<file path="config.mk">
export PLATFORM = sky130hd
export DESIGN_NAME = vlen_csr_unit
export DESIGN_NICKNAME = d
export VERILOG_FILES = /design/src/rtl/vlen_pkg.sv /design/src/rtl/vlen_csr_decode.sv /design/src/rtl/vlen_csr_alu.sv /design/src/rtl/vlen_clamp.sv /design/src/rtl/vlen_len_regs.sv /design/src/rtl/vlen_csr_unit.sv
export SDC_FILE = /design/constraint.sdc
export NUM_CORES = 1
export LEC_CHECK = 0
export ABC_AREA = 1
export BUFFER_PORTS_ARGS = -buffer_cell sky130_fd_sc_hd__buf_2
export CORE_ASPECT_RATIO = 0.6
export CORE_MARGIN = 1.5
export CORE_UTILIZATION = 41
export DETAILED_ROUTE_END_ITERATION = 7
export PLACE_DENSITY = 0.83
export SYNTH_ARGS = -nofsm -noshare
export SYNTH_HDL_FRONTEND = slang
export SYNTH_SLANG_ARGS = --single-unit
</file>
<file path="constraint.sdc">
create_clock -name clk -period 6.4 [get_ports clk]
set_clock_uncertainty 0.05 [all_clocks]
set_input_delay 0.96 -clock clk [delete_from_list [all_inputs] [get_ports clk]]
set_output_delay 0.96 -clock clk [all_outputs]
set_load 0.005 [all_outputs]
</file>
<file path="src/rtl/vlen_pkg.sv">
package vlen_pkg;

  typedef enum logic [1:0] {
    VL_READ  = 2'b00,
    VL_WRITE = 2'b01,
    VL_SET   = 2'b10,
    VL_CLEAR = 2'b11
  } vl_op_e;

  typedef enum logic [1:0] {
    TGT_NONE   = 2'd0,
    TGT_MAX    = 2'd1,
    TGT_CLAMP  = 2'd2,
    TGT_SHADOW = 2'd3
  } vl_tgt_e;

  localparam logic [11:0] DEF_ADDR_MAX    = 12'h8C0;
  localparam logic [11:0] DEF_ADDR_CLAMP  = 12'h8C1;
  localparam logic [11:0] DEF_ADDR_SHADOW = 12'h8C2;

endpackage

</file>
<file path="src/rtl/vlen_csr_decode.sv">
module vlen_csr_decode
  import vlen_pkg::*;
#(
  parameter int          XLEN        = 64,
  parameter int          AW          = 12,
  parameter int          IMM_W       = 5,
  parameter logic [11:0] ADDR_MAX    = DEF_ADDR_MAX,
  parameter logic [11:0] ADDR_CLAMP  = DEF_ADDR_CLAMP,
  parameter logic [11:0] ADDR_SHADOW = DEF_ADDR_SHADOW
) (
  input  logic             valid_i,
  input  logic [AW-1:0]    addr_i,
  input  vl_op_e           op_i,
  input  logic [XLEN-1:0]  wdata_i,
  input  logic             use_imm_i,
  input  logic [IMM_W-1:0] imm_i,
  output vl_tgt_e          tgt_o,
  output logic             illegal_o,
  output logic             wr_en_o,
  output logic [XLEN-1:0]  operand_o
);

  localparam int PAD_W = XLEN - IMM_W;

  always_comb begin
    if (addr_i == ADDR_MAX)         tgt_o = TGT_MAX;
    else if (addr_i == ADDR_CLAMP)  tgt_o = TGT_CLAMP;
    else if (addr_i == ADDR_SHADOW) tgt_o = TGT_SHADOW;
    else                            tgt_o = TGT_NONE;
  end

  always_comb begin
    illegal_o = valid_i && (tgt_o == TGT_NONE);
    wr_en_o   = valid_i && (tgt_o != TGT_NONE) && (op_i != VL_READ);
    operand_o = use_imm_i ? {{PAD_W{1'b0}}, imm_i} : wdata_i;
  end

  // an unknown address never produces a write enable
  always_comb begin
    if (illegal_o) a_no_write_on_illegal_r10: assert (!wr_en_o);
  end

endmodule

</file>
<file path="src/rtl/vlen_csr_alu.sv">
module vlen_csr_alu
  import vlen_pkg::*;
#(
  parameter int XLEN = 64
) (
  input  vl_op_e          op_i,
  input  logic [XLEN-1:0] old_i,
  input  logic [XLEN-1:0] operand_i,
  output logic [XLEN-1:0] raw_o
);

  always_comb begin
    unique case (op_i)
      VL_WRITE: raw_o = operand_i;
      VL_SET:   raw_o = old_i | operand_i;
      VL_CLEAR: raw_o = old_i & ~operand_i;
      default:  raw_o = old_i;
    endcase
  end

endmodule

</file>
<file path="src/rtl/vlen_clamp.sv">
module vlen_clamp #(
  parameter int XLEN = 64,
  parameter int LW   = $clog2(XLEN) + 1
) (
  input  logic [XLEN-1:0] raw_i,
  input  logic [LW-1:0]   limit_i,
  output logic [LW-1:0]   value_o
);

  localparam int PAD_W = XLEN - LW;

  logic [XLEN-1:0] limit_x;

  always_comb begin
    limit_x = {{PAD_W{1'b0}}, limit_i};
    value_o = (raw_i > limit_x) ? limit_i : raw_i[LW-1:0];
  end

endmodule

</file>
<file path="src/rtl/vlen_len_regs.sv">
module vlen_len_regs #(
  parameter int XLEN = 64,
  parameter int LW   = $clog2(XLEN) + 1
) (
  input  logic          clk,
  input  logic          rst_n,
  input  logic          max_en_i,
  input  logic [LW-1:0] max_d_i,
  input  logic          cur_en_i,
  input  logic [LW-1:0] cur_d_i,
  output logic [LW-1:0] max_q_o,
  output logic [LW-1:0] cur_q_o
);

  localparam logic [LW-1:0] MAX_RST = LW'(XLEN);
  localparam logic [LW-1:0] CUR_RST = LW'(1);

  logic [LW-1:0] max_q, max_n;
  logic [LW-1:0] cur_q, cur_n;

  always_comb begin
    max_n = max_en_i ? max_d_i : max_q;
    cur_n = cur_en_i ? cur_d_i : cur_q;
  end

  always_ff @(posedge clk or negedge rst_n) begin
    if (!rst_n) begin
      max_q <= MAX_RST;
      cur_q <= CUR_RST;
    end else begin
      max_q <= max_n;
      cur_q <= cur_n;
    end
  end

  assign max_q_o = max_q;
  assign cur_q_o = cur_q;

  // the maximum never passes XLEN
  p_max_within_xlen_r7: assert property (@(posedge clk) disable iff (!rst_n)
    max_q <= MAX_RST);

  // the current length never passes the maximum
  p_cur_within_max_r8: assert property (@(posedge clk) disable iff (!rst_n)
    cur_q <= max_q);

  // with no enable both registers hold
  p_hold_without_enable_r11: assert property (@(posedge clk) disable iff (!rst_n)
    (!max_en_i && !cur_en_i) |=> ($stable(max_q) && $stable(cur_q)));

endmodule

</file>
<file path="src/rtl/vlen_csr_unit.sv">
module vlen_csr_unit
  import vlen_pkg::*;
#(
  parameter int          XLEN        = 64,
  parameter int          AW          = 12,
  parameter int          IMM_W       = 5,
  parameter logic [11:0] ADDR_MAX    = DEF_ADDR_MAX,
  parameter logic [11:0] ADDR_CLAMP  = DEF_ADDR_CLAMP,
  parameter logic [11:0] ADDR_SHADOW = DEF_ADDR_SHADOW,
  parameter int          LW          = $clog2(XLEN) + 1
) (
  input  logic             clk,
  input  logic             rst_n,
  input  logic             csr_valid,
  input  logic [AW-1:0]    csr_addr,
  input  logic [1:0]       csr_op,
  input  logic [XLEN-1:0]  csr_wdata,
  input  logic             csr_use_imm,
  input  logic [IMM_W-1:0] csr_imm,
  output logic [XLEN-1:0]  csr_rdata,
  output logic             csr_illegal,
  output logic [LW-1:0]    cur_len,
  output logic [LW-1:0]    max_len
);

  localparam int            PAD_W  = XLEN - LW;
  localparam logic [LW-1:0] XLEN_L = LW'(XLEN);

  // reset: asserted at once, released after two clock edges
  logic rst_meta_q, rst_sync_q;

  always_ff @(posedge clk or negedge rst_n) begin
    if (!rst_n) begin
      rst_meta_q <= 1'b0;
      rst_sync_q <= 1'b0;
    end else begin
      rst_meta_q <= 1'b1;
      rst_sync_q <= rst_meta_q;
    end
  end

  vl_op_e          op;
  vl_tgt_e         tgt;
  logic            wr_en;
  logic [XLEN-1:0] operand;
  logic [XLEN-1:0] old_sel, raw;
  logic [XLEN-1:0] cur_x, max_x;
  logic [LW-1:0]   max_q, cur_q;
  logic [LW-1:0]   max_new, cur_new, cur_trim;
  logic            max_en, cur_en;
  logic [LW-1:0]   cur_d;

  assign op = vl_op_e'(csr_op);

  vlen_csr_decode #(
    .XLEN(XLEN), .AW(AW), .IMM_W(IMM_W),
    .ADDR_MAX(ADDR_MAX), .ADDR_CLAMP(ADDR_CLAMP), .ADDR_SHADOW(ADDR_SHADOW)
  ) i_decode (
    .valid_i   (csr_valid),
    .addr_i    (csr_addr),
    .op_i      (op),
    .wdata_i   (csr_wdata),
    .use_imm_i (csr_use_imm),
    .imm_i     (csr_imm),
    .tgt_o     (tgt),
    .illegal_o (csr_illegal),
    .wr_en_o   (wr_en),
    .operand_o (operand)
  );

  always_comb begin
    cur_x   = {{PAD_W{1'b0}}, cur_q};
    max_x   = {{PAD_W{1'b0}}, max_q};
    old_sel = (tgt == TGT_MAX) ? max_x : cur_x;
  end

  vlen_csr_alu #(.XLEN(XLEN)) i_alu (
    .op_i      (op),
    .old_i     (old_sel),
    .operand_i (operand),
    .raw_o     (raw)
  );

  // new maximum, saturated at XLEN
  vlen_clamp #(.XLEN(XLEN), .LW(LW)) i_clamp_max (
    .raw_i   (raw),
    .limit_i (XLEN_L),
    .value_o (max_new)
  );

  // current length trimmed to the incoming maximum
  vlen_clamp #(.XLEN(XLEN), .LW(LW)) i_clamp_trim (
    .raw_i   (cur_x),
    .limit_i (max_new),
    .value_o (cur_trim)
  );

  // requested current length, saturated at the present maximum
  vlen_clamp #(.XLEN(XLEN), .LW(LW)) i_clamp_cur (
    .raw_i   (raw),
    .limit_i (max_q),
    .value_o (cur_new)
  );

  always_comb begin
    max_en = wr_en && (tgt == TGT_MAX);
    cur_en = wr_en;
    cur_d  = (tgt == TGT_MAX) ? cur_trim : cur_new;
  end

  vlen_len_regs #(.XLEN(XLEN), .LW(LW)) i_regs (
    .clk      (clk),
    .rst_n    (rst_sync_q),
    .max_en_i (max_en),
    .max_d_i  (max_new),
    .cur_en_i (cur_en),
    .cur_d_i  (cur_d),
    .max_q_o  (max_q),
    .cur_q_o  (cur_q)
  );

  always_comb begin
    csr_rdata = '0;
    if (csr_valid) begin
      unique case (tgt)
        TGT_MAX:    csr_rdata = max_x;
        TGT_SHADOW: csr_rdata = cur_x;
        TGT_CLAMP:  csr_rdata = (op == VL_READ) ? cur_x : {{PAD_W{1'b0}}, cur_new};
        default:    csr_rdata = '0;
      endcase
    end
  end

  assign cur_len = cur_q;
  assign max_len = max_q;

  // the clamping alias returns exactly what lands in the register
  p_clamp_returns_stored_r3: assert property (@(posedge clk) disable iff (!rst_sync_q)
    (csr_valid && csr_addr == ADDR_CLAMP && csr_op != 2'b00)
      |=> ({{PAD_W{1'b0}}, cur_len} == $past(csr_rdata)));

  // the shadow alias returns the length held before the access
  p_shadow_returns_old_r4: assert property (@(posedge clk) disable iff (!rst_sync_q)
    (csr_valid && csr_addr == ADDR_SHADOW) |-> (csr_rdata == {{PAD_W{1'b0}}, cur_len}));

  // an unknown address leaves both lengths alone
  p_illegal_holds_state_r10: assert property (@(posedge clk) disable iff (!rst_sync_q)
    (csr_valid && csr_illegal) |=> ($stable(cur_len) && $stable(max_len)));

  // a read changes nothing
  p_read_holds_state_r11: assert property (@(posedge clk) disable iff (!rst_sync_q)
    (csr_valid && csr_op == 2'b00) |=> ($stable(cur_len) && $stable(max_len)));

  // a lowered maximum pulls the current length down on the same edge
  p_trim_on_max_write_r8: assert property (@(posedge clk) disable iff (!rst_sync_q)
    (csr_valid && csr_addr == ADDR_MAX && csr_op != 2'b00)
      |=> (cur_len <= max_len));

endmodule

</file>
# Word level (Yosys, flattened, before mapping)
# Index checks and enable logic that the tools add are counted.
dict set report op_classes {
  n_addsub 0
  n_mul 0
  div 0
  order_cmp 3
  n_eq_ne 10
  shift 0
  n_mux 13
  bitwise 3
  reduce_logical 9
}
# operator count
set ops {}
lappend ops {{64-bit one-hot mux with 3 select lines} 1}
lappend ops {{64-bit two-way mux} 2}
lappend ops {{7-bit by 64-bit bitwise AND with 64-bit output} 1}
lappend ops {{64-bit by 7-bit greater-than comparator with 1-bit output} 1}
lappend ops {{64-bit by 7-bit greater-than comparator with 1-bit output, second input constant} 1}
lappend ops {{64-bit inverter} 1}
lappend ops {{7-bit by 64-bit bitwise OR with 64-bit output} 1}
lappend ops {{7-bit two-way mux} 6}
lappend ops {{12-bit == test, second input constant} 3}
lappend ops {{7-bit one-hot mux with 3 select lines} 1}
lappend ops {{2-bit == test, second input constant} 4}
lappend ops {{7-bit greater-than comparator} 1}
lappend ops {{2-bit two-way mux} 3}
lappend ops {{2-bit by 1-bit == test with 1-bit output, second input constant} 2}
lappend ops {{1-bit logical AND} 4}
lappend ops {{2-bit logical NOT} 2}
lappend ops {{2-bit nonzero test} 2}
lappend ops {{2-bit by 1-bit inequality test with 1-bit output, second input constant} 1}
lappend ops {{2-bit AND reduction} 1}
dict set report totals {
  register_bits 16
  latchBits 0
  ram_bits 0
  rom_bits 0
  input_bits 87
  output_inout_bits 79
  wordCells 42
  memories 0
}

# Depth between registers and ports, before layout
# Gate-level depths: netlist (run 1).
dict set report logic_depth {
  depth_word 13
  depth_mapped 26
  mapped_depth_nobuf 26
}

# Modules after synthesis
# From an unflattened synthesis (run 1), not the netlist that was laid out.
dict set report hier_totals {
  cells_unflattened 1170
  area_unflattened_um2 5788.1
}
# module n_inst cells_each area_each_um2 seq_area_each_um2
set modules_own_cells {}
lappend modules_own_cells {vlen_clamp 3 124 595.6 0.0}
lappend modules_own_cells {vlen_csr_alu 1 415 1706.6 0.0}
lappend modules_own_cells {vlen_csr_unit 1 168 1102.3 50.0}
lappend modules_own_cells {vlen_csr_decode 1 155 651.9 0.0}
lappend modules_own_cells {vlen_len_regs 1 60 540.5 352.8}

# Worst setup path before layout (run 1)
# No wires, ideal clock.
dict set report synth_path {
  path_kind {in2out}
  start {input csr_addr[3]}
  end {output csr_rdata[2]}
  arrival_ps 2959
  required_ps 5390
  path_slack_ps 2431
  path_stages 21
  path_buffers 0
  cell_sequence {nor2_4 nand2_4 nor2_8 nand3_1 nand3_1 nand2_2 ha_1 nand2_1 inv_1 nand2_1 nand2_1 nand2_1 nand2_1 nand2_1 nand2_1 nand2_1 nand3_1 nand2_1 nand3_1 a21oi_1 nor2_1}
}
dict set report synth_between {
  elab_chain_cells 13
  elab_cells_between_ends 18
  classes_between {1 x order compare; 6 x eq/ne; 9 x mux; 2 x bitwise}
}
# item line
set synth_lines {}
lappend synth_lines {{start, declared} vlen_csr_unit.sv:15} ;# input logic [AW-1:0] csr_addr,
lappend synth_lines {{12-bit == test} vlen_csr_decode.sv:28} ;# else if (addr_i == ADDR_SHADOW) tgt_o = TGT_SHADOW;
lappend synth_lines {{2-bit two-way mux} vlen_csr_decode.sv:28}
lappend synth_lines {{2-bit two-way mux} vlen_csr_decode.sv:27} ;# else if (addr_i == ADDR_CLAMP) tgt_o = TGT_CLAMP;
lappend synth_lines {{2-bit two-way mux *} vlen_csr_decode.sv:26} ;# if (addr_i == ADDR_MAX) tgt_o = TGT_MAX;
lappend synth_lines {{2-bit by 1-bit == test with 1-bit output} {vlen_csr_unit.sv:74, vlen_csr_unit.sv:125}}
lappend synth_lines {{7-bit two-way mux} vlen_csr_unit.sv:74} ;# old_sel = (tgt == TGT_MAX) ? max_x : cur_x;
lappend synth_lines {{7-bit by 64-bit bitwise AND with 64-bit output / 7-bit by 64-bit bitwise OR with 64-bit output (equally long branches)} {vlen_csr_alu.sv:16, vlen_csr_alu.sv:15}}
lappend synth_lines {{64-bit one-hot mux with 3 select lines} vlen_csr_alu.sv:13} ;# unique case (op_i)
lappend synth_lines {{64-bit by 7-bit greater-than comparator with 1-bit output} vlen_clamp.sv:16} ;# value_o = (raw_i > limit_x) ? limit_i : raw_i[LW-1:0];
lappend synth_lines {{7-bit two-way mux} vlen_clamp.sv:16}
lappend synth_lines {{7-bit two-way mux} vlen_csr_unit.sv:128} ;# TGT_CLAMP: csr_rdata = (op == VL_READ) ? cur_x : {{PAD_W{1'b0}}, cur_new};
lappend synth_lines {{7-bit one-hot mux with 3 select lines *} vlen_csr_unit.sv:125} ;# unique case (tgt)
lappend synth_lines {{64-bit two-way mux *} vlen_csr_unit.sv:124} ;# if (csr_valid) begin
lappend synth_lines {{end, declared} vlen_csr_unit.sv:20} ;# output logic [XLEN-1:0] csr_rdata,
# Every way passes the cells marked *; elsewhere a longest branch is shown, timed or not.

# Worst setup path in the final report (run 1)
dict set report layout_path {
  start {input csr_addr[5]}
  end {output csr_rdata[1]}
}
# Same word-level chain as after synthesis.

==> results by group, run 1 <==
Run status
  • Outcome: completed

CTS
  • Worst-Skew Late Latency: 250 ps
  • CTS Buffer Depth: 2
  • Clock slew at reported path FFs: 50 ps
  • CTS sink count: 16
  • CTS tree: yes
  • Number of post-CTS setup repair buffers: 0
  • # hold bufs at CTS: 0
  • CTS Buf Count: 3
  • Depth of the CTS H-tree: 1
  • Post-CTS sizing: 0
  • Root Driver: clkbuf_16

Global routing
  • Largest net degree at the start of global routing: 17
  • First-pass GRT wire length: 13.1 mm
  • Vias in the first global route: 2849
  • Grt ovf: 0
  • GRT Overall Usage: 23.0%
  • Initial antenna violation count: 0

STA
  • RSZ-0062 raised after global routing: no
  • Worst slew pin tran: 571 ps
  • Slew margin rel.: 61.9%
  • Maximum clock frequency: 211 MHz
  • Period utilization: 74.2%
  • Final slew viol count: 0
  • Setup TNS: 0 ps
  • Final setup violation count: 0
  • Final Hold Violating Endpoints: 0
  • Tmin final: 4750 ps

Min path
  • HP Class: flop to asynchronous set/reset pin

Synthesis
  • Syn Inst Count: 456
  • Cell variety after synth: 32
  • EDFF count, synth: 0
  • Synthesized flop and latch total: 16
  • Sequential area share after synthesis: 14.5%
  • Yosys warnings: 0
  • Main synth FF type: dfrtp_1
  • Mean area per synthesized cell: 6.10 sq um
  • Fraction of registers with async set/reset: 100%
  • Cell Area, Synth: 2780 sq um

Drt
  • # DRC: 0
  • Final antenna-violating net count: 0
  • Total number of vias: 3153
  • Starting DRT DRC Count: 349
  • Wire length per cell: 12.7 um
  • Drt pass-1 iters: 5
  • WL final: 8.24 mm
  • Vias per inst: 4.85

Layout
  • Diodes inserted: 0
  • Final #Nets: 665
  • Most common cell after layout, fill and taps aside: buf_2
  • Commonest cells after routing, fill and taps aside: buf_2, nand2_1, nor2_1
  • Area Growth Syn to Fin: 17.8%
  • FILL cells: 706
  • Register area: 403 sq um
  • Share of layout cells above drive strength 1: 29.1%
  • Multi-input logic area: 1930 sq um
  • Post-Layout Inst Area: 3280 sq um

Place
  • Routability cong.: 0.900
  • Dpl hpwl: 7.19 mm
  • Placed inst area: 3190 sq um
  • Port Buf Inserts: 108

Power and ir drop
  • P_leak: 1.90 nW
  • Power per cell area: 113 nW/um^2
  • Worst vdd ir: 74.3 uV

Floorplan
  • Die Area: 7300 sq um
  • Number of I/O pins: 166
  • Die H: 66.8 um
  • Starting Density: 42.0%
  • Core Box Area: 6620 sq um
  • # rows: 23
  • Die W: 109 um

Job
  • Max-Cap Viols: 0

Critical path
  • CP Class: primary input to output pin
  • Startpoint types: primary input
  • CP max FO: 8
  • Internal reg-to-reg setup slack: 3350 ps
  • Crit. End Element: output pin
  • Crit path required time: 5390 ps
  • Crit path DAT: 3740 ps
## area by class of cell
type                            instances  area share [%]
Timing Repair Buffer                  108            16.5
Inverter                               53            6.15
Tap cell                               87            3.32
Clock buffer                            4            2.71
Multi-Input combinational cell        382            59.0
Sequential cell                        16            12.3
## worst max-delay path, stage by stage
cell and delay, ps:
buf_2 110, nor2_1 140, nand2_1 180, nor2_8 180
nand3_1 100, nand3_1 120, nand2_1 110, ha_1 280
nand2_1 80, inv_1 40, nand2_1 50, nand2_1 40
nand2_1 50, nand2_1 40, nand2_1 50, nand2_1 40
nand2_1 220, nand3_1 330, nand2_1 180, nand3_1 80
a21oi_1 150, nor2_1 60, buf_2 130
## Yosys cell counts, drive strengths merged, types with 2 or more instances
| cell | count | area [sq um] |
|---|---|---|
| o211ai | 3 | 22.5 |
| ha | 14 | 175 |
| nand2 | 121 | 512 |
| inv | 53 | 201 |
| o21ai | 17 | 88.8 |
| buf | 61 | 453 |
| nor2 | 80 | 399 |
| a21oi | 21 | 109 |
| conb | 2 | 7.51 |
| dfstp | 2 | 52.6 |
| nand4 | 12 | 75.1 |
| o22ai | 7 | 43.8 |
| dfrtp | 14 | 350 |
| nand3 | 44 | 255 |
## logic make-up (layout without fill, tap and decap cells)
group / Yosys count / after routing / share of synthesized area [%]
and+or+nand+nor: 259 / 259 / 45.1
buffers and inverters: 114 / 165 / 23.5
AOI/OAI and AO/OA: 50 / 50 / 9.99
DFF: 16 / 16 / 14.5
adders and majority gates: 14 / 14 / 6.30
other: 2 / 58 / 0.270
muxes: 1 / 1 / 0.360
## registers in the layout, summed over array words and instances, names as in the netlist
signal	count
rst_sync_q	1
rst_meta_q	1
i_regs.max_q_o	7
i_regs.cur_q_o	7
## routing by layer
| metal | part of all wire [%] | up-vias | global-route usage (%) |
|---|---|---|---|
| met3 | 9.3 | 9 | 3.82 |
| met1 | 44 | 1415 | 31.2 |
| met5 | 0 | - | 0 |
| met2 | 46 | 165 | 39.6 |
| met4 | 0.72 | 0 | 2.44 |
| li1 | - | 1564 | - |
## through the flow
step	hold slack, ps	utilization, %	worst slack, ps	power (W)	instances
floorplan	122	-	2430	0.000210	512
global placement	198	48.2	1780	0.000230	646
detailed placement	203	48.2	1730	0.000234	646
CTS	211	49.5	1720	0.000374	650
global route	246	49.5	1410	0.000397	650
finish	184	49.5	1650	0.000372	650
## final timing paths
check                                   from           endpoint  cells after the start
max                              csr_addr[5]       csr_rdata[1]                     23
min                               rst_sync_q  i_regs.max_q_o[1]                      0
max reg2reg                i_regs.max_q_o[6]  i_regs.cur_q_o[2]                     20
min reg2reg                       rst_sync_q  i_regs.max_q_o[1]                      0
max in group asynchronous         rst_sync_q  i_regs.max_q_o[5]                      0
min in group clk                  rst_meta_q         rst_sync_q                      0
## report_power, final
group | internal [W] | leakage, nW | switching (W) | total (W)
Combinational | 0.0000484 | 1.66 | 0.0000819 | 0.000130
Clock | 0.0000951 | 0.0442 | 0.0000419 | 0.000137
Sequential | 0.000102 | 0.196 | 0.00000208 | 0.000104
Power figures use the tool's default switching activity.
==> inputs of run 2 (changes only) <==
--- a/config.mk
+++ b/config.mk
@@ -11,7 +11,7 @@
 export CORE_MARGIN = 1.5
 export CORE_UTILIZATION = 41
 export DETAILED_ROUTE_END_ITERATION = 7
-export PLACE_DENSITY = 0.83
+export PLACE_DENSITY = 0.86
 export SYNTH_ARGS = -nofsm -noshare
 export SYNTH_HDL_FRONTEND = slang
 export SYNTH_SLANG_ARGS = --single-unit
==> constraint.sdc (replaced) <==
create_clock -name clk -period 4.25 [get_ports clk]
set_clock_uncertainty 0.05 [all_clocks]
set_input_delay 0.6375 -clock clk [delete_from_list [all_inputs] [get_ports clk]]
set_output_delay 0.6375 -clock clk [all_outputs]
set_load 0.005 [all_outputs]
==> run 2 against run 1 <==
Effect of this change:
- critical path depth unchanged
- die area unchanged
- combinational power up 53%
- global-route usage down 0.54 points
- critical path type unchanged
- critical endpoint is now csr_rdata[3]
==> results by group, run 2 (same netlist as run 1, synthesis figures left out) <==
Layout
  • Register area: 403 sq um (unchanged)
  • FILL cells: 695 (-1.6%)
  • Multi-input logic area: 1930 sq um (unchanged)
  • Final #Nets: 667 (+0.30%)
  • Most common cell after layout, fill and taps aside: buf_2
  • Commonest cells after routing, fill and taps aside: buf_2, nand2_1, nor2_1
  • Post-layout util: 49.7% (+0.23 points)
  • Share of layout cells above drive strength 1: 29.4% (+0.25 points)
  • Diodes inserted: 0 (unchanged)
  • Area Growth Syn to Fin: 18.4%
  • Finished Layout Cells: 652 (+0.31%)

Power and ir drop
  • Worst vdd ir: 135 uV (+81%)
  • Combinational power share: 35.2% (about the same)
  • P_int: 0.000373 W (+52%)
  • P_leak: 1.91 nW (+0.53%)
  • Switching Fraction: 34.0% (+0.11 points)
  • Total power: 0.000564 W (+52%)
  • Clk pwr share: 36.9% (about the same)
  • Power per cell area: 171 nW/um^2 (+51%)
  • P_sw: 0.000192 W (+52%)
  • Seq pwr share: 27.9% (-0.2 points)

Critical path
  • Crit path required time: 3560 ps (-1830 ps)
  • CP max FO: 8 (unchanged)
  • Crit. End Element: output pin
  • CP Class: primary input to output pin
  • Cells on worst reg2reg path: 20 (unchanged)
  • Crit path DAT: 3240 ps (-500 ps)
  • Startpoint types: primary input

Global routing
  • First-pass GRT wire length: 12.7 mm (-3.1%)
  • Vias in the first global route: 2802 (-1.6%)
  • Initial antenna violation count: 0 (unchanged)
  • Largest net degree at the start of global routing: 17 (unchanged)
  • Grt ovf: 0 (unchanged)
  • GRT Overall Usage: 22.5% (-0.54 points)

CTS
  • Post-CTS sizing: 0 (unchanged)
  • Clock slew at reported path FFs: 50 ps (about the same)
  • Depth of the CTS H-tree: 1 (unchanged)
  • # hold bufs at CTS: 0 (unchanged)
  • CTS Buffer Depth: 2 (unchanged)
  • CTS tree: yes
  • Number of post-CTS setup repair buffers: 0 (unchanged)
  • Worst-Skew Late Latency: 250 ps (about the same)
  • CTS sink count: 16 (unchanged)
  • Root Driver: clkbuf_16
  • CTS Buf Count: 3 (unchanged)

STA
  • Tmin final: 3930 ps
  • Worst slew pin tran: 606 ps (+34.5 ps)
  • Slew margin rel.: 59.6% (-2.3 points)
  • Final setup violation count: 0 (unchanged)
  • Maximum clock frequency: 255 MHz
  • Period utilization: 92.4%
  • Setup TNS: 0 ps (unchanged)
  • Final slew viol count: 0 (unchanged)
  • RSZ-0062 raised after global routing: no
  • Final Hold Violating Endpoints: 0 (unchanged)

Place
  • Placed insts: 648 (+0.31%)
  • Port Buf Inserts: 108 (unchanged)
  • Routability cong.: 0.917 (+1.9%)
  • Dpl hpwl: 7.14 mm (-0.75%)

Floorplan
  • Starting Density: 42.0% (unchanged)
  • Die H: 66.8 um (unchanged)
  • Die Area: 7300 sq um (unchanged)
  • Number of I/O pins: 166 (unchanged)
  • Die W: 109 um (unchanged)
  • Core Box Area: 6620 sq um (unchanged)
  • # rows: 23 (unchanged)

Job
  • Max-Cap Viols: 0 (unchanged)

Drt
  • Total number of vias: 3159 (+0.19%)
  • Vias per inst: 4.85 (-0.12%)
  • Drt pass-1 iters: 6 (+1)
  • Final antenna-violating net count: 0 (unchanged)
  • Starting DRT DRC Count: 264 (-24%)
  • WL final: 8.34 mm (+1.2%)
  • Wire length per cell: 12.8 um (+0.84%)
  • # DRC: 0 (unchanged)

Min path
  • HP Class: primary input to asynchronous set/reset pin

Run status
  • Outcome: completed
run 2: cell types whose count changed in the layout (fill, tap and decap cells not counted), sizes merged:
cell  before  now
buf      108  110
run 2: worst paths after layout:
kind | from | end | slack (ps)
setup / recovery | csr_use_imm | csr_rdata[3] | 320
max in group asynchronous | rst_sync_q | i_regs.max_q_o[5] | 3550
min in group clk | rst_meta_q | rst_sync_q | 300
hold / removal | rst_n | rst_meta_q | 110
setup reg to reg | i_regs.max_q_o[6] | i_regs.cur_q_o[2] | 1230
hold reg to reg | rst_sync_q | i_regs.max_q_o[1] | 200
run 2: cell type report:
type	instances	share of cell area, %
Clock buffer	4	2.70
Inverter	53	6.12
Sequential cell	16	12.2
Tap cell	87	3.31
Multi-Input combinational cell	382	58.8
Timing Repair Buffer	110	16.9
run 2: per-layer routing:
metal | part of all wire [%] | track usage, % | vias up
li1 | - | - | 1566
met1 | 44 | 30.3 | 1414
met2 | 46 | 37.5 | 168
met3 | 9.9 | 4.70 | 11
met4 | 0.55 | 3.73 | 0
met5 | 0 | 0 | -
run 2: power by group through the flow:
stage / logic [W] / clock network [W] / registers (W)
2_1_floorplan: 0.000158 / 0 / 0.000159
3_3_place_gp: 0.000190 / 0 / 0.000160
3_5_place_dp: 0.000194 / 0 / 0.000160
4_1_cts: 0.000195 / 0.000210 / 0.000158
5_1_grt: 0.000224 / 0.000223 / 0.000158
6_report: 0.000199 / 0.000208 / 0.000157
run 2: through the flow:
step	worst slack, ps	hold WS [ps]	area (sq um)
2_1_floorplan	926	122	2990
3_3_place_gp	442	213	3200
3_5_place_dp	417	220	3200
4_1_cts	404	109	3290
5_1_grt	110	105	3290
6_report	323	108	3290
run 2: critical path: stages:
cell	delay, ps
buf_2	200
inv_1	150
nand2_1	80
nand2_1	60
o21ai_0	200
nand3_1	140
nand2_1	140
ha_1	240
nand2_1	80
inv_1	40
nand2_1	50
nand2_1	40
nand2_1	50
nand2_1	40
nand2_1	60
nand2_1	40
nand2_1	80
nand3_1	280
nand2_1	170
nand3_1	90
a21oi_1	180
nor2_1	50
buf_2	130
==> inputs of run 3 (changes only) <==
--- a/config.mk
+++ b/config.mk
@@ -11,7 +11,8 @@
 export CORE_MARGIN = 1.5
 export CORE_UTILIZATION = 41
 export DETAILED_ROUTE_END_ITERATION = 7
-export PLACE_DENSITY = 0.86
+export PLACE_DENSITY = 0.79
+export SLEW_MARGIN = 20
 export SYNTH_ARGS = -nofsm -noshare
 export SYNTH_HDL_FRONTEND = slang
 export SYNTH_SLANG_ARGS = --single-unit
==> run 3 against run 2 <==
Effect of this change:
- routed wire length down 1.4%
- final cell count unchanged
- fmax up 1.3%
- first-iteration DRC count down 35%
- critical path type unchanged
==> results by group, run 3 (same netlist as run 1, synthesis figures left out) <==
Run status
  • Outcome: completed

CTS
  • CTS Buffer Depth: 2 (unchanged)
  • CTS tree: yes
  • Worst-Skew Late Latency: 250 ps (about the same)
  • CTS Buf Count: 3 (unchanged)
  • Depth of the CTS H-tree: 1 (unchanged)
  • CTS sink count: 16 (unchanged)
  • Post-CTS sizing: 0 (unchanged)
  • Clock slew at reported path FFs: 50 ps (about the same)
  • # hold bufs at CTS: 0 (unchanged)
  • Number of post-CTS setup repair buffers: 0 (unchanged)
  • Root Driver: clkbuf_16

Drt
  • Vias per inst: 4.78 (-1.4%)
  • Wire length per cell: 12.6 um (-1.4%)
  • WL final: 8.22 mm (-1.4%)
  • Starting DRT DRC Count: 171 (-35%)
  • Drt pass-1 iters: 5 (-1)
  • Final antenna-violating net count: 0 (unchanged)
  • # DRC: 0 (unchanged)
  • Total number of vias: 3115 (-1.4%)

STA
  • Setup TNS: 0 ps (unchanged)
  • Maximum clock frequency: 258 MHz (+1.3%)
  • Slew margin rel.: 59.8% (+0.24 points)
  • Final slew viol count: 0 (unchanged)
  • Final setup violation count: 0 (unchanged)
  • Period utilization: 91.2% (-1.2 points)
  • Worst slew pin tran: 602 ps (-3.57 ps)
  • RSZ-0062 raised after global routing: no
  • Tmin final: 3880 ps (-50.4 ps)
  • Final Hold Violating Endpoints: 0 (unchanged)

Critical path
  • CP Cell Sequence: buf_2 -> inv_1 -> nand2_1 -> nor2_4 -> nand3_4 -> nand2_1 -> nand3_1 -> nand2_1 -> ha_1 -> nand2_1 -> inv_1 -> nand2_1 -> nand2_1 -> nand2_1 -> nand2_1 -> nand2_1 -> nand2_1 -> nand2_1 -> nand3_1 -> nand2_1 -> nand3_1 -> a21oi_1 -> nor2_1 -> buf_2
  • Internal reg-to-reg setup slack: 1200 ps (-30 ps)
  • CP Class: primary input to output pin
  • CP dominant cell by count: nand2_1
  • R2r startpoint: i_regs.max_q_o[6]
  • Critical path's largest stage delay: 270 ps (about the same)
  • Crit. End Element: output pin
  • CP max stage cell: nand3_1
  • Cells on worst reg2reg path: 20 (unchanged)
  • R2R Path End: i_regs.cur_q_o[3]
  • CP endpoint: csr_rdata[3]
  • Setup crit start: csr_addr[9]
  • Crit path DAT: 3190 ps (-50 ps)
  • CP max FO: 9 (+1)
  • Startpoint types: primary input
  • Crit path required time: 3560 ps (about the same)

Power and ir drop
  • Combinational power share: 35.2% (about the same)
  • P_int: 0.000372 W (about the same)
  • P_leak: 1.91 nW (unchanged)
  • Switching Fraction: 33.9% (-0.062 points)
  • Worst vdd ir: 111 uV (-17%)
  • Clk pwr share: 36.8% (about the same)
  • Seq pwr share: 27.9% (about the same)
  • Power per cell area: 171 nW/um^2 (-0.11%)
  • P_sw: 0.000191 W (-0.29%)

Floorplan
  • Die H: 66.8 um (unchanged)
  • Number of I/O pins: 166 (unchanged)
  • # rows: 23 (unchanged)
  • Starting Density: 42.0% (unchanged)
  • Die Area: 7300 sq um (unchanged)
  • Die W: 109 um (unchanged)
  • Core Box Area: 6620 sq um (unchanged)

Layout
  • Area Growth Syn to Fin: 18.4% (unchanged)
  • Final #Nets: 667 (unchanged)
  • Commonest cells after routing, fill and taps aside: buf_2, nand2_1, nor2_1
  • Most common cell after layout, fill and taps aside: buf_2
  • Register area: 403 sq um (unchanged)
  • Multi-input logic area: 1930 sq um (unchanged)
  • FILL cells: 713 (+2.6%)
  • Post-layout util: 49.7% (unchanged)
  • Diodes inserted: 0 (unchanged)
  • Share of layout cells above drive strength 1: 29.4% (unchanged)

Global routing
  • Initial antenna violation count: 0 (unchanged)
  • Vias in the first global route: 2844 (+1.5%)
  • Grt ovf: 0 (unchanged)
  • First-pass GRT wire length: 13.1 mm (+3.0%)
  • GRT Overall Usage: 22.9% (+0.41 points)
  • Largest net degree at the start of global routing: 17 (unchanged)

Place
  • Port Buf Inserts: 108 (unchanged)
  • Dpl hpwl: 7.09 mm (-0.72%)
  • Routability cong.: 0.935 (+1.9%)

Min path
  • HP Class: primary input to asynchronous set/reset pin

Job
  • Max-Cap Viols: 0 (unchanged)
==> run 3: cell counts in the layout (fill, tap and decap cells not counted) <==
Identical to the previous run, type by type.
==> run 3: critical path: cells and delay by family <==
| family | cells | cell delay [ps] |
|---|---|---|
| and+or+nand+nor | 18 | 1800 |
| buffers and inverters | 4 | 300 |
| adders and majority gates | 1 | 250 |
| AOI/OAI and AO/OA | 1 | 180 |
==> run 3: layer usage <==
metal	wire [um]	GRT usage [%]	part of all wire, %	vias up
met4	39	2.27	0.47	0
li1	-	-	-	1569
met5	0	0	0	-
met2	3640	38.7	44	140
met3	681	3.72	8.3	8
met1	3850	31.6	47	1398
==> run 3: area by class of cell <==
type / count / area share [%]
timing repair buffer: 110 / 16.9
clock buffer: 4 / 2.70
tap: 87 / 3.31
multi-input combinational: 382 / 58.8
sequential: 16 / 12.2
inverter: 53 / 6.12
==> run 3: worst min path at each step <==
stage / from / to / slack (ps) / cells after the start
2_1_floorplan: rst_sync_q / i_regs.cur_q_o[1] / 120 / 0
3_3_place_gp: rst_sync_q / i_regs.max_q_o[1] / 200 / 0
3_5_place_dp: rst_sync_q / i_regs.max_q_o[1] / 220 / 0
4_1_cts: rst_n / rst_sync_q / 100 / 1
5_1_grt: rst_n / rst_meta_q / 110 / 1
6_report: rst_n / rst_meta_q / 110 / 1
==> run 3: per-stage QoR <==
step / instances / hold WS (ps) / setup WS (ps) / power (W) / area, sq um
6_report: 652 / 105 / 373 / 0.000564 / 3290
5_1_grt: 652 / 107 / 61.6 / 0.000601 / 3290
4_1_cts: 652 / 101 / 422 / 0.000567 / 3290
3_5_place_dp: 648 / 216 / 431 / 0.000356 / 3200
3_3_place_gp: 648 / 201 / 481 / 0.000351 / 3200
2_1_floorplan: 512 / 122 / 926 / 0.000317 / 2990
==> run 3: power by group through the flow <==
stage                     combinational (W)  clock, W  sequential [W]
final                              0.000199  0.000208        0.000157
after global routing               0.000226  0.000218        0.000158
after CTS                          0.000196  0.000213        0.000158
after detailed placement           0.000196         0        0.000160
after global placement             0.000191         0        0.000160
after floorplan                    0.000158         0        0.000159
